### src/rtl/smi_im_pkg.sv
package smi_im_pkg;
    // frame field widths fixed by the management bus format
    localparam int AW = 5;
    localparam int DW = 16;

    // tunnel register offsets and command word layout
    localparam logic [AW-1:0] OFS_CMD  = 5'd0;
    localparam logic [AW-1:0] OFS_DATA = 5'd1;
    localparam int BUSY_BIT  = 15;
    localparam int CL22_BIT  = 12;
    localparam int OPC_LSB   = 10;
    localparam int DEV_LSB   = 5;
    localparam logic [1:0] OPC_RD = 2'd2;
    localparam logic [1:0] OPC_WR = 2'd1;

    typedef enum logic [1:0] {
        ST_IDLE,
        ST_SEND,
        ST_WAIT,
        ST_GAP
    } seq_state_e;

    typedef enum logic [2:0] {
        OP_DIRECT,
        OP_POLL,
        OP_WDATA,
        OP_WCMD,
        OP_RDATA
    } step_op_e;
endpackage

### src/rtl/smi_im_step_decode.sv
module smi_im_step_decode
    import smi_im_pkg::*;
(
    input  logic       tunnel,
    input  logic       wr,
    input  logic [1:0] step,
    output step_op_e   op,
    output logic       last
);
    always_comb begin
        op   = OP_DIRECT;
        last = 1'b1;
        if (tunnel) begin
            last = (step == 2'd3);
            unique case (step)
                2'd0: op = OP_POLL;
                2'd1: op = wr ? OP_WDATA : OP_WCMD;
                2'd2: op = wr ? OP_WCMD  : OP_POLL;
                default: op = wr ? OP_POLL : OP_RDATA;
            endcase
        end
    end
endmodule

### src/rtl/smi_im_cmd_word.sv
module smi_im_cmd_word
    import smi_im_pkg::*;
(
    input  logic          wr,
    input  logic [AW-1:0] dev,
    input  logic [AW-1:0] rg,
    output logic [DW-1:0] word
);
    always_comb begin
        word                        = '0;
        word[BUSY_BIT]              = 1'b1;
        word[CL22_BIT]              = 1'b1;
        word[OPC_LSB+1:OPC_LSB]     = wr ? OPC_WR : OPC_RD;
        word[DEV_LSB+AW-1:DEV_LSB]  = dev;
        word[AW-1:0]                = rg;
    end
endmodule

### src/rtl/smi_im_gap_timer.sv
module smi_im_gap_timer #(
    parameter int unsigned GAP = 4
) (
    input  logic clk,
    input  logic rst_n,
    input  logic start,
    output logic expired
);
    localparam int CW = (GAP > 1) ? $clog2(GAP) : 1;
    localparam logic [CW-1:0] TOP = CW'(GAP - 1);

    logic [CW-1:0] cnt_d, cnt_q;

    always_comb begin
        cnt_d = cnt_q;
        if (start)
            cnt_d = '0;
        else if (cnt_q != TOP)
            cnt_d = cnt_q + 1'b1;
    end

    always_ff @(posedge clk) begin
        if (!rst_n) cnt_q <= TOP;
        else        cnt_q <= cnt_d;
    end

    assign expired = (cnt_q == TOP);
endmodule

### src/rtl/smi_indirect_master.sv
module smi_indirect_master
    import smi_im_pkg::*;
#(
    parameter int unsigned POLL_LIMIT = 100,
    parameter int unsigned POLL_GAP   = 250000
) (
    input  logic          clk,
    input  logic          rst_n,
    input  logic [AW-1:0] cfg_bus_addr,
    input  logic          req_valid,
    output logic          req_ready,
    input  logic          req_write,
    input  logic [AW-1:0] req_dev,
    input  logic [AW-1:0] req_reg,
    input  logic [DW-1:0] req_wdata,
    output logic          rsp_done,
    output logic          rsp_timeout,
    output logic          rsp_error,
    output logic [DW-1:0] rsp_rdata,
    output logic          mio_req,
    output logic          mio_write,
    output logic [AW-1:0] mio_phy,
    output logic [AW-1:0] mio_reg,
    output logic [DW-1:0] mio_wdata,
    input  logic          mio_rsp_valid,
    input  logic          mio_rsp_err,
    input  logic [DW-1:0] mio_rsp_rdata
);
    localparam int PCNT_W = $clog2(POLL_LIMIT + 1);
    localparam logic [PCNT_W-1:0] POLL_LAST = PCNT_W'(POLL_LIMIT - 1);

    typedef struct packed {
        seq_state_e    st;
        logic [1:0]    step;
        logic          tunnel;
        logic          wr;
        logic [AW-1:0] bus;
        logic [AW-1:0] dev;
        logic [AW-1:0] rg;
        logic [DW-1:0] wdata;
        logic [DW-1:0] rdata;
        logic [PCNT_W-1:0] polls;
        logic          done;
        logic          tout;
        logic          err;
    } ctx_t;

    ctx_t     c_d, c_q;
    step_op_e op;
    logic     last;
    logic [DW-1:0] cmd;
    logic     tmr_start, tmr_expired;

    smi_im_step_decode u_step (
        .tunnel (c_q.tunnel),
        .wr     (c_q.wr),
        .step   (c_q.step),
        .op     (op),
        .last   (last)
    );

    smi_im_cmd_word u_cmd (
        .wr   (c_q.wr),
        .dev  (c_q.dev),
        .rg   (c_q.rg),
        .word (cmd)
    );

    smi_im_gap_timer #(.GAP(POLL_GAP)) u_gap (
        .clk     (clk),
        .rst_n   (rst_n),
        .start   (tmr_start),
        .expired (tmr_expired)
    );

    // frame fields for the current step
    always_comb begin
        mio_write = 1'b0;
        mio_phy   = c_q.bus;
        mio_reg   = OFS_CMD;
        mio_wdata = '0;
        unique case (op)
            OP_DIRECT: begin
                mio_write = c_q.wr;
                mio_phy   = c_q.dev;
                mio_reg   = c_q.rg;
                mio_wdata = c_q.wdata;
            end
            OP_WDATA: begin
                mio_write = 1'b1;
                mio_reg   = OFS_DATA;
                mio_wdata = c_q.wdata;
            end
            OP_WCMD: begin
                mio_write = 1'b1;
                mio_wdata = cmd;
            end
            OP_RDATA: mio_reg = OFS_DATA;
            default: ;
        endcase
    end

    // sequencer next state
    always_comb begin
        c_d       = c_q;
        c_d.done  = 1'b0;
        c_d.tout  = 1'b0;
        c_d.err   = 1'b0;
        tmr_start = 1'b0;
        unique case (c_q.st)
            ST_IDLE: begin
                if (req_valid) begin
                    c_d.st     = ST_SEND;
                    c_d.step   = '0;
                    c_d.polls  = '0;
                    c_d.bus    = cfg_bus_addr;
                    c_d.tunnel = (cfg_bus_addr != '0);
                    c_d.wr     = req_write;
                    c_d.dev    = req_dev;
                    c_d.rg     = req_reg;
                    c_d.wdata  = req_wdata;
                end
            end
            ST_SEND: c_d.st = ST_WAIT;
            ST_WAIT: begin
                if (mio_rsp_valid) begin
                    if (mio_rsp_err) begin
                        c_d.err = 1'b1;
                        c_d.st  = ST_IDLE;
                    end else if (op == OP_POLL && mio_rsp_rdata[BUSY_BIT]) begin
                        if (c_q.polls == POLL_LAST) begin
                            c_d.tout = 1'b1;
                            c_d.st   = ST_IDLE;
                        end else begin
                            c_d.polls = c_q.polls + 1'b1;
                            c_d.st    = ST_GAP;
                            tmr_start = 1'b1;
                        end
                    end else begin
                        c_d.polls = '0;
                        if (op == OP_RDATA || (op == OP_DIRECT && !c_q.wr))
                            c_d.rdata = mio_rsp_rdata;
                        if (last) begin
                            c_d.done = 1'b1;
                            c_d.st   = ST_IDLE;
                        end else begin
                            c_d.step = c_q.step + 2'd1;
                            c_d.st   = ST_SEND;
                        end
                    end
                end
            end
            ST_GAP: if (tmr_expired) c_d.st = ST_SEND;
            default: c_d.st = ST_IDLE;
        endcase
    end

    always_ff @(posedge clk) begin
        if (!rst_n) c_q <= '{st: ST_IDLE, default: '0};
        else        c_q <= c_d;
    end

    assign req_ready   = (c_q.st == ST_IDLE);
    assign mio_req     = (c_q.st == ST_SEND);
    assign rsp_done    = c_q.done;
    assign rsp_timeout = c_q.tout;
    assign rsp_error   = c_q.err;
    assign rsp_rdata   = c_q.rdata;
endmodule

### config.mk
export PLATFORM = sky130hd
export DESIGN_NAME = smi_indirect_master
export DESIGN_NICKNAME = d
export VERILOG_FILES = /design/src/rtl/smi_im_pkg.sv /design/src/rtl/smi_im_step_decode.sv /design/src/rtl/smi_im_cmd_word.sv /design/src/rtl/smi_im_gap_timer.sv /design/src/rtl/smi_indirect_master.sv
export SDC_FILE = /design/constraint.sdc
export NUM_CORES = 1
export LEC_CHECK = 0
export ABC_AREA = 1
export BUFFER_PORTS_ARGS = -buffer_cell sky130_fd_sc_hd__buf_4
export CORE_MARGIN = 2
export CORE_UTILIZATION = 50
export DETAILED_ROUTE_END_ITERATION = 12
export PLACE_DENSITY = 0.83
export SLEW_MARGIN = 20
export SYNTH_ARGS = -nofsm -noshare
export SYNTH_HDL_FRONTEND = slang
export SYNTH_SLANG_ARGS = --single-unit
### constraint.sdc
create_clock -name clk -period 3.9 [get_ports clk]
set_input_delay 0.195 -clock clk [delete_from_list [all_inputs] [get_ports clk]]
set_output_delay 0.195 -clock clk [all_outputs]
set_load 0.02 [all_outputs]
==> results of run 1 <==
## per-layer routing
metal  part of all wire (%)  wire length [µm]  vias to the layer above  GRT usage (%)
met5                      0                 0                        -              0
met4                    2.8               271                        0           10.4
met3                    7.2               698                       31           6.12
met2                     48              4680                      120           40.0
met1                     42              4040                     1770           26.8
li1                       -                 -                     1961              -
## final cells by class
type	count	area, µm²	area share, %
multi-input combinational	379	1900	39.1
sequential	81	1620	33.4
timing repair buffer	101	758	15.6
inverter	66	248	5.10
clock buffer	10	138	2.83
tap	102	128	2.63
clock inverter	6	66.3	1.36
## worst max-delay path, delay by kind of cell, from the launching register on
kind / cells / cell delay [ns]
flip-flops: 1 / 0.43
adder cells (fa/ha/maj): 1 / 0.23
AO/OA/AOI/OAI: 1 / 0.13
AND/OR/NAND/NOR: 6 / 1.03
buffers and inverters: 2 / 0.34
## per-stage QoR
stage / cells / instance area (µm²) / setup WS, ns / power, mW
3_5_place_dp: 729 / 4660 / 1.66 / 1.80
2_1_floorplan: 563 / 3980 / 1.81 / 1.55
5_1_grt: 745 / 4860 / 0.993 / 2.59
3_3_place_gp: 729 / 4660 / 1.78 / 1.78
6_report: 745 / 4860 / 1.20 / 2.43
4_1_cts: 745 / 4860 / 1.23 / 2.44
## cell families (layout without fill, tap and decap cells)
group | count (synthesis) | in the layout | share of synthesized area (%)
compound gates | 122 | 122 | 15.9
xor+xnor | 6 | 6 | 1.32
fa+ha+maj | 7 | 7 | 2.20
buf+inv | 103 | 183 | 11.5
flops | 81 | 81 | 40.7
simple gates | 244 | 244 | 28.3
## power by group through the flow
stage                     Clock, mW  Combinational [mW]  Sequential, mW
after global routing          0.687               0.894            1.01
after detailed placement          0               0.789            1.02
final                         0.635               0.797           0.998
after global placement            0               0.765            1.01
after floorplan                   0               0.555            1.00
after CTS                     0.645               0.798           0.998
## cell usage after synthesis, drive strengths merged (2+ instances only)
| cell type | instances | area share, % |
|---|---|---|
| nand2 | 105 | 10 |
| dfxtp | 81 | 41 |
| nor2 | 81 | 8.7 |
| o21ai | 71 | 8.9 |
| inv | 65 | 6.1 |
| a21oi | 42 | 5.3 |
| nand3 | 28 | 4.2 |
| buf | 22 | 3.9 |
| clkbuf | 15 | 1.4 |
| nand4 | 15 | 2.7 |
| nor3 | 8 | 1.0 |
| ha | 7 | 2.2 |
| xor2 | 5 | 1.1 |
| nand3b | 2 | 0.38 |
| nor3b | 2 | 0.38 |
## path summary, 6_finish.rpt
path	start	to	slack (ns)	depth (start not counted)
setup / recovery	c_q[59]	mio_wdata[3]	1.20	10
hold / removal	req_wdata[4]	c_q[30]	0.09	3
setup reg to reg	c_q[59]	u_gap.cnt_q[11]	1.79	10
hold reg to reg	rsp_rdata[9]	rsp_rdata[9]	0.45	2
## state kept, by name (all words and copies together), names as in the netlist
signal / count
rsp_done: 1
u_gap.cnt_q: 18
rsp_timeout: 1
rsp_error: 1
c_q: 44
rsp_rdata: 16
## layout by cell type, fill, tap and decap left out, types with 2 or more instances in the layout
cell	netlist	routed
clkinvlp_4	0	3
inv_1	61	61
a21oi_1	42	42
nand2_2	3	3
nand3b_1	2	2
clkbuf_8	0	10
buf_4	18	101
xor2_1	5	5
nor2_8	2	2
nor2_1	77	77
nand2_4	2	2
nor3b_1	2	2
nor3_1	8	8
nand4_1	14	14
nand2_1	100	100
ha_1	7	7
nand3_2	3	3
inv_2	4	4
nand3_1	24	24
dfxtp_1	81	81
o21ai_0	70	70
==> results.cfg, run 1 <==
[layout]
layout.nets = 698
n_antenna_cell = 0
fin_util_pct = 62.9
fillers = 680
layout-drive-gt1-share_pct = 21.2
areaGrowthSynthToFinish_pct = 22.1

[sta]
period_needed_ns = 2.70
setup_viol = 0
finalSetupTns_ns = 0
fmax_mhz = 371
final_max_slew_viol_count = 0
worstMarginPinSlew_ns = 0.610
hold_violations = 0
clock_skew_ns = 0.00610
rsz0062_at_grt = no
whs_ns = 0.0879
period_share_pct = 69.2
relSlewSlack_pct = 59.3

[power]
power.leakage_nw = 2.20
p_sw_uw = 888
swShare_pct = 36.5
max-vdd-ir-drop_mv = 0.294
clkPwrFrac_pct = 26.1
powerDensity_mw_per_mm2 = 500
pwr-share-comb_pct = 32.8
p_seq_share_pct = 41.1
p_int_mw = 1.54

[yosys]
ys_seq_area_share_pct = 40.7
synth-main-ff-cell = dfxtp_1
syn_inst = 563
yosysUniqueCellTypes = 40
ys_warn_count = 0
ys_seq_elements = 81
syn_nets = 623
synth_edf_count = 0
syn_area_per_cell_um2 = 7.07
synthArstFlopShare_pct = 0
syn_area_mm2 = 0.00398

[global_route]
antenna_found_initial = 0
gr-total-overflow = 0
grt_max_degree = 68
grt_pass1_vias = 3732
grt_first_pass_wirelength_um = 16300
grt_usage_pct = 23.2

[worst_hold_path]
hp-class = in -> reg

[cts]
ctsRootBufferMaster = clkbuf_8
clkSlewWorstSetupHoldPaths_ns = 0.09
post_cts_buffers = 0
clk_path_buf_depth = 2
ctsHoldBuffers = 0
cts_sinks = 81
post_cts_resized = 0
cts_tree = done
cts_buffers = 9
clkLatencyLatePin_ns = 0.35
htreeDepth = 3

[worst_setup_path]
cp_cell_sequence = inv_1 > ha_1 > nor2_1 > nand3_1 > nand2_4 > nand3_4 > nand2_2 > nand2_1 > o21ai_0 > buf_4
critPathMaxFanout = 17
arrival_ns = 2.50
critical_path_class = reg -> out
startpoint_type = register
max_stage_delay_ns = 0.43
cp-end-kind = output pin
worstPathRequired_ns = 3.70
cp_slowest_cell = dfxtp_1

[floorplan]
dieHeight_um = 93.2
rows = 32
die_x_um = 93.2
dieArea_mm2 = 0.00869
initial_core_util_pct = 51.5
core_mm2 = 0.00773
ios = 101

[drt]
routed_wirelength_um = 9690
wl_per_cell_um = 13.0
vias = 3882
routed_via_density = 5.21
antenna_left = 0
drc = 0
first_pass_iters = 5
drtIter0Drc = 223

[place]
gp_congestion = 0.846
dp_hpwl_um = 6790
port-buffer-count = 100

[flow_run]
drv_cap = 0

[status]
outcome = finished clean
Power figures use the tool's default switching activity.
==> run 2, diff against run 1 <==
- CORE_UTILIZATION: 50 -> 48
- clock period: 3.9 -> 2.3 ns (I/O delays scaled with it)
==> run 2 against run 1 <==
- clock-buffer cell count stayed put
- critical endpoint is now mio_phy[0]
- routed wire length is 2.4% higher
- first-iteration DRC count is 30% lower
- non-clock buffer count is 6 higher
- largest cell class unchanged
- flip-flop and latch count stayed put
- highest routed layer unchanged
- global-route usage hardly changed
- hold slack worse by 0.081 ns
- cell count is 1.3% higher
- sequential share of layout area is 0.51 points lower
- register-to-register slack worse by 1.6 ns
- critical path type unchanged
- core utilization is 2.0 points lower
==> results.cfg, run 2 (same netlist as run 1, synthesis figures left out) <==
[global_route]
grt_first_pass_wirelength_um = 16600
grt_max_degree = 48
grt_usage_pct = 23.1
antenna_found_initial = 0
grt_pass1_vias = 3666
gr-total-overflow = 0

[sta]
fmax_mhz = 453
hold_violations = 0
setup_viol = 0
period_share_pct = 95.9
period_needed_ns = 2.21
rsz0062_at_grt = yes
worstMarginPinSlew_ns = 0.563
final_max_slew_viol_count = 0
clock_skew_ns = 0.00883
relSlewSlack_pct = 62.5

[cts]
ctsHoldBuffers = 0
clkLatencyLatePin_ns = 0.35
cts_tree = done
clk_path_buf_depth = 2
htreeDepth = 3
ctsRootBufferMaster = clkbuf_8
cts_buffers = 9
clkSlewWorstSetupHoldPaths_ns = 0.09
cts_sinks = 81

[floorplan]
ios = 101
die_x_um = 95.1
dieHeight_um = 95.1
dieArea_mm2 = 0.00904
core_mm2 = 0.00813
initial_core_util_pct = 49.0
rows = 33

[layout]
final_common_cell = buf_4
layout-drive-gt1-share_pct = 22.9
final_cell_mix = 106 x buf_4, 100 x nand2_1, 79 x dfxtp_1
areaGrowthSynthToFinish_pct = 24.3
n_antenna_cell = 0
largest_register = c_q
final_cell_count_no_fill = 755
post-route-cell-area_mm2 = 0.00495
largest_reg_flops = 44
layout.nets = 705

[worst_setup_path]
timing.rr.start = c_q[59]
cp_slowest_cell = dfxtp_4
critical_path_class = reg -> out
max_stage_delay_ns = 0.37
worstPathRequired_ns = 2.18
startpoint_type = register
arrival_ns = 2.09
critPathMaxFanout = 16
crit_path_start = c_q[59]
cp-end-kind = output pin
cp_cell_sequence = ha_1 > inv_1 > nor2_1 > nor2_2 > nand2_4 > nand3_4 > buf_8 > nand2_1 > o21ai_0 > buf_4

[power]
power.leakage_nw = 2.22
powerDensity_mw_per_mm2 = 831
max-vdd-ir-drop_mv = 0.590

[place]
placed_area_mm2 = 0.00468
port-buffer-count = 100
gp_congestion = 0.875
placed_cells = 735
dp_hpwl_um = 7060

[drt]
first_pass_iters = 5
drtIter0Drc = 157
highest_layer = met4
wl_met1_um = 4160
vias = 3911
wl_per_cell_um = 13.1
drc = 0
antenna_left = 0
routed_via_density = 5.18
wl_met3_um = 587
routed_wirelength_um = 9920
met2_length_um = 4910

[flow_run]
drv_cap = 0

[worst_hold_path]
hp-class = in -> reg
worstHoldStart = req_wdata[15]

[status]
outcome = finished clean
==> run 2: changes by cell type in the layout (fill, tap and decap cells not counted), sizes merged <==
cell / previous run / this run
buf: 101 / 107
bufinv: 1 / 0
clkinv: 2 / 1
nand2: 105 / 106
inv: 66 / 68
==> run 2: report_power, final <==
part           internal (mW)  switching, mW  total, mW
Sequential              1.58          0.124       1.70
Combinational          0.555          0.891       1.45
Clock                  0.407          0.560      0.968
==> run 2: routing by layer <==
layer  up-vias  GRT usage, %
met3        23          4.66
met2       135          40.0
met5         -             0
li1       1970             -
met1      1783          28.1
met4         0          9.42
==> run 2: final cells by class <==
| class | instances | area [µm²] |
|---|---|---|
| Fill cell | 714 | 3180 |
| Timing Repair Buffer | 107 | 811 |
| Clock buffer | 10 | 128 |
| Multi-Input combinational cell | 380 | 1960 |
| Tap cell | 105 | 131 |
| Inverter | 66 | 248 |
| Clock inverter | 6 | 51.3 |
| Sequential cell | 81 | 1630 |
==> run 2: critical path: cells and delay by family (launching register included) <==
kind            cells  cell delay (ns)
compound gates      1             0.08
fa+ha+maj           1             0.24
buf+inv             3             0.46
flops               1             0.37
simple gates        5             0.59
==> run 2: final timing paths <==
kind / endpoint / slack [ns] / cells past startpoint
worst min register to register: rsp_rdata[13] / 0.45 / 2
worst max register to register: u_gap.cnt_q[11] / 0.17 / 10
worst min-delay path: c_q[41] / 0.007 / 3
worst max-delay path: mio_phy[0] / 0.09 / 10
==> run 2: through the flow <==
step	worst slack [ns]	total power [mW]	setup TNS, ns	hold WS (ns)	util, %
final	0.0948	4.11	0	0.00723	60.9
after global placement	0.253	3.04	0	0.367	57.6
after global routing	-0.0191	4.37	-0.0503	0.0145	60.9
after detailed placement	0.206	3.09	0	0.379	57.6
after CTS	-0.00685	4.07	-0.00685	0.000616	60.3
after floorplan	0.289	2.64	0	0.258	-
==> run 2: what timing repair did <==
item	CTS	global route
endpoints found under the setup margin	23	29
buffers inserted	1	2
resized for setup	7	13
pin swaps	2	3
cloned	1	0
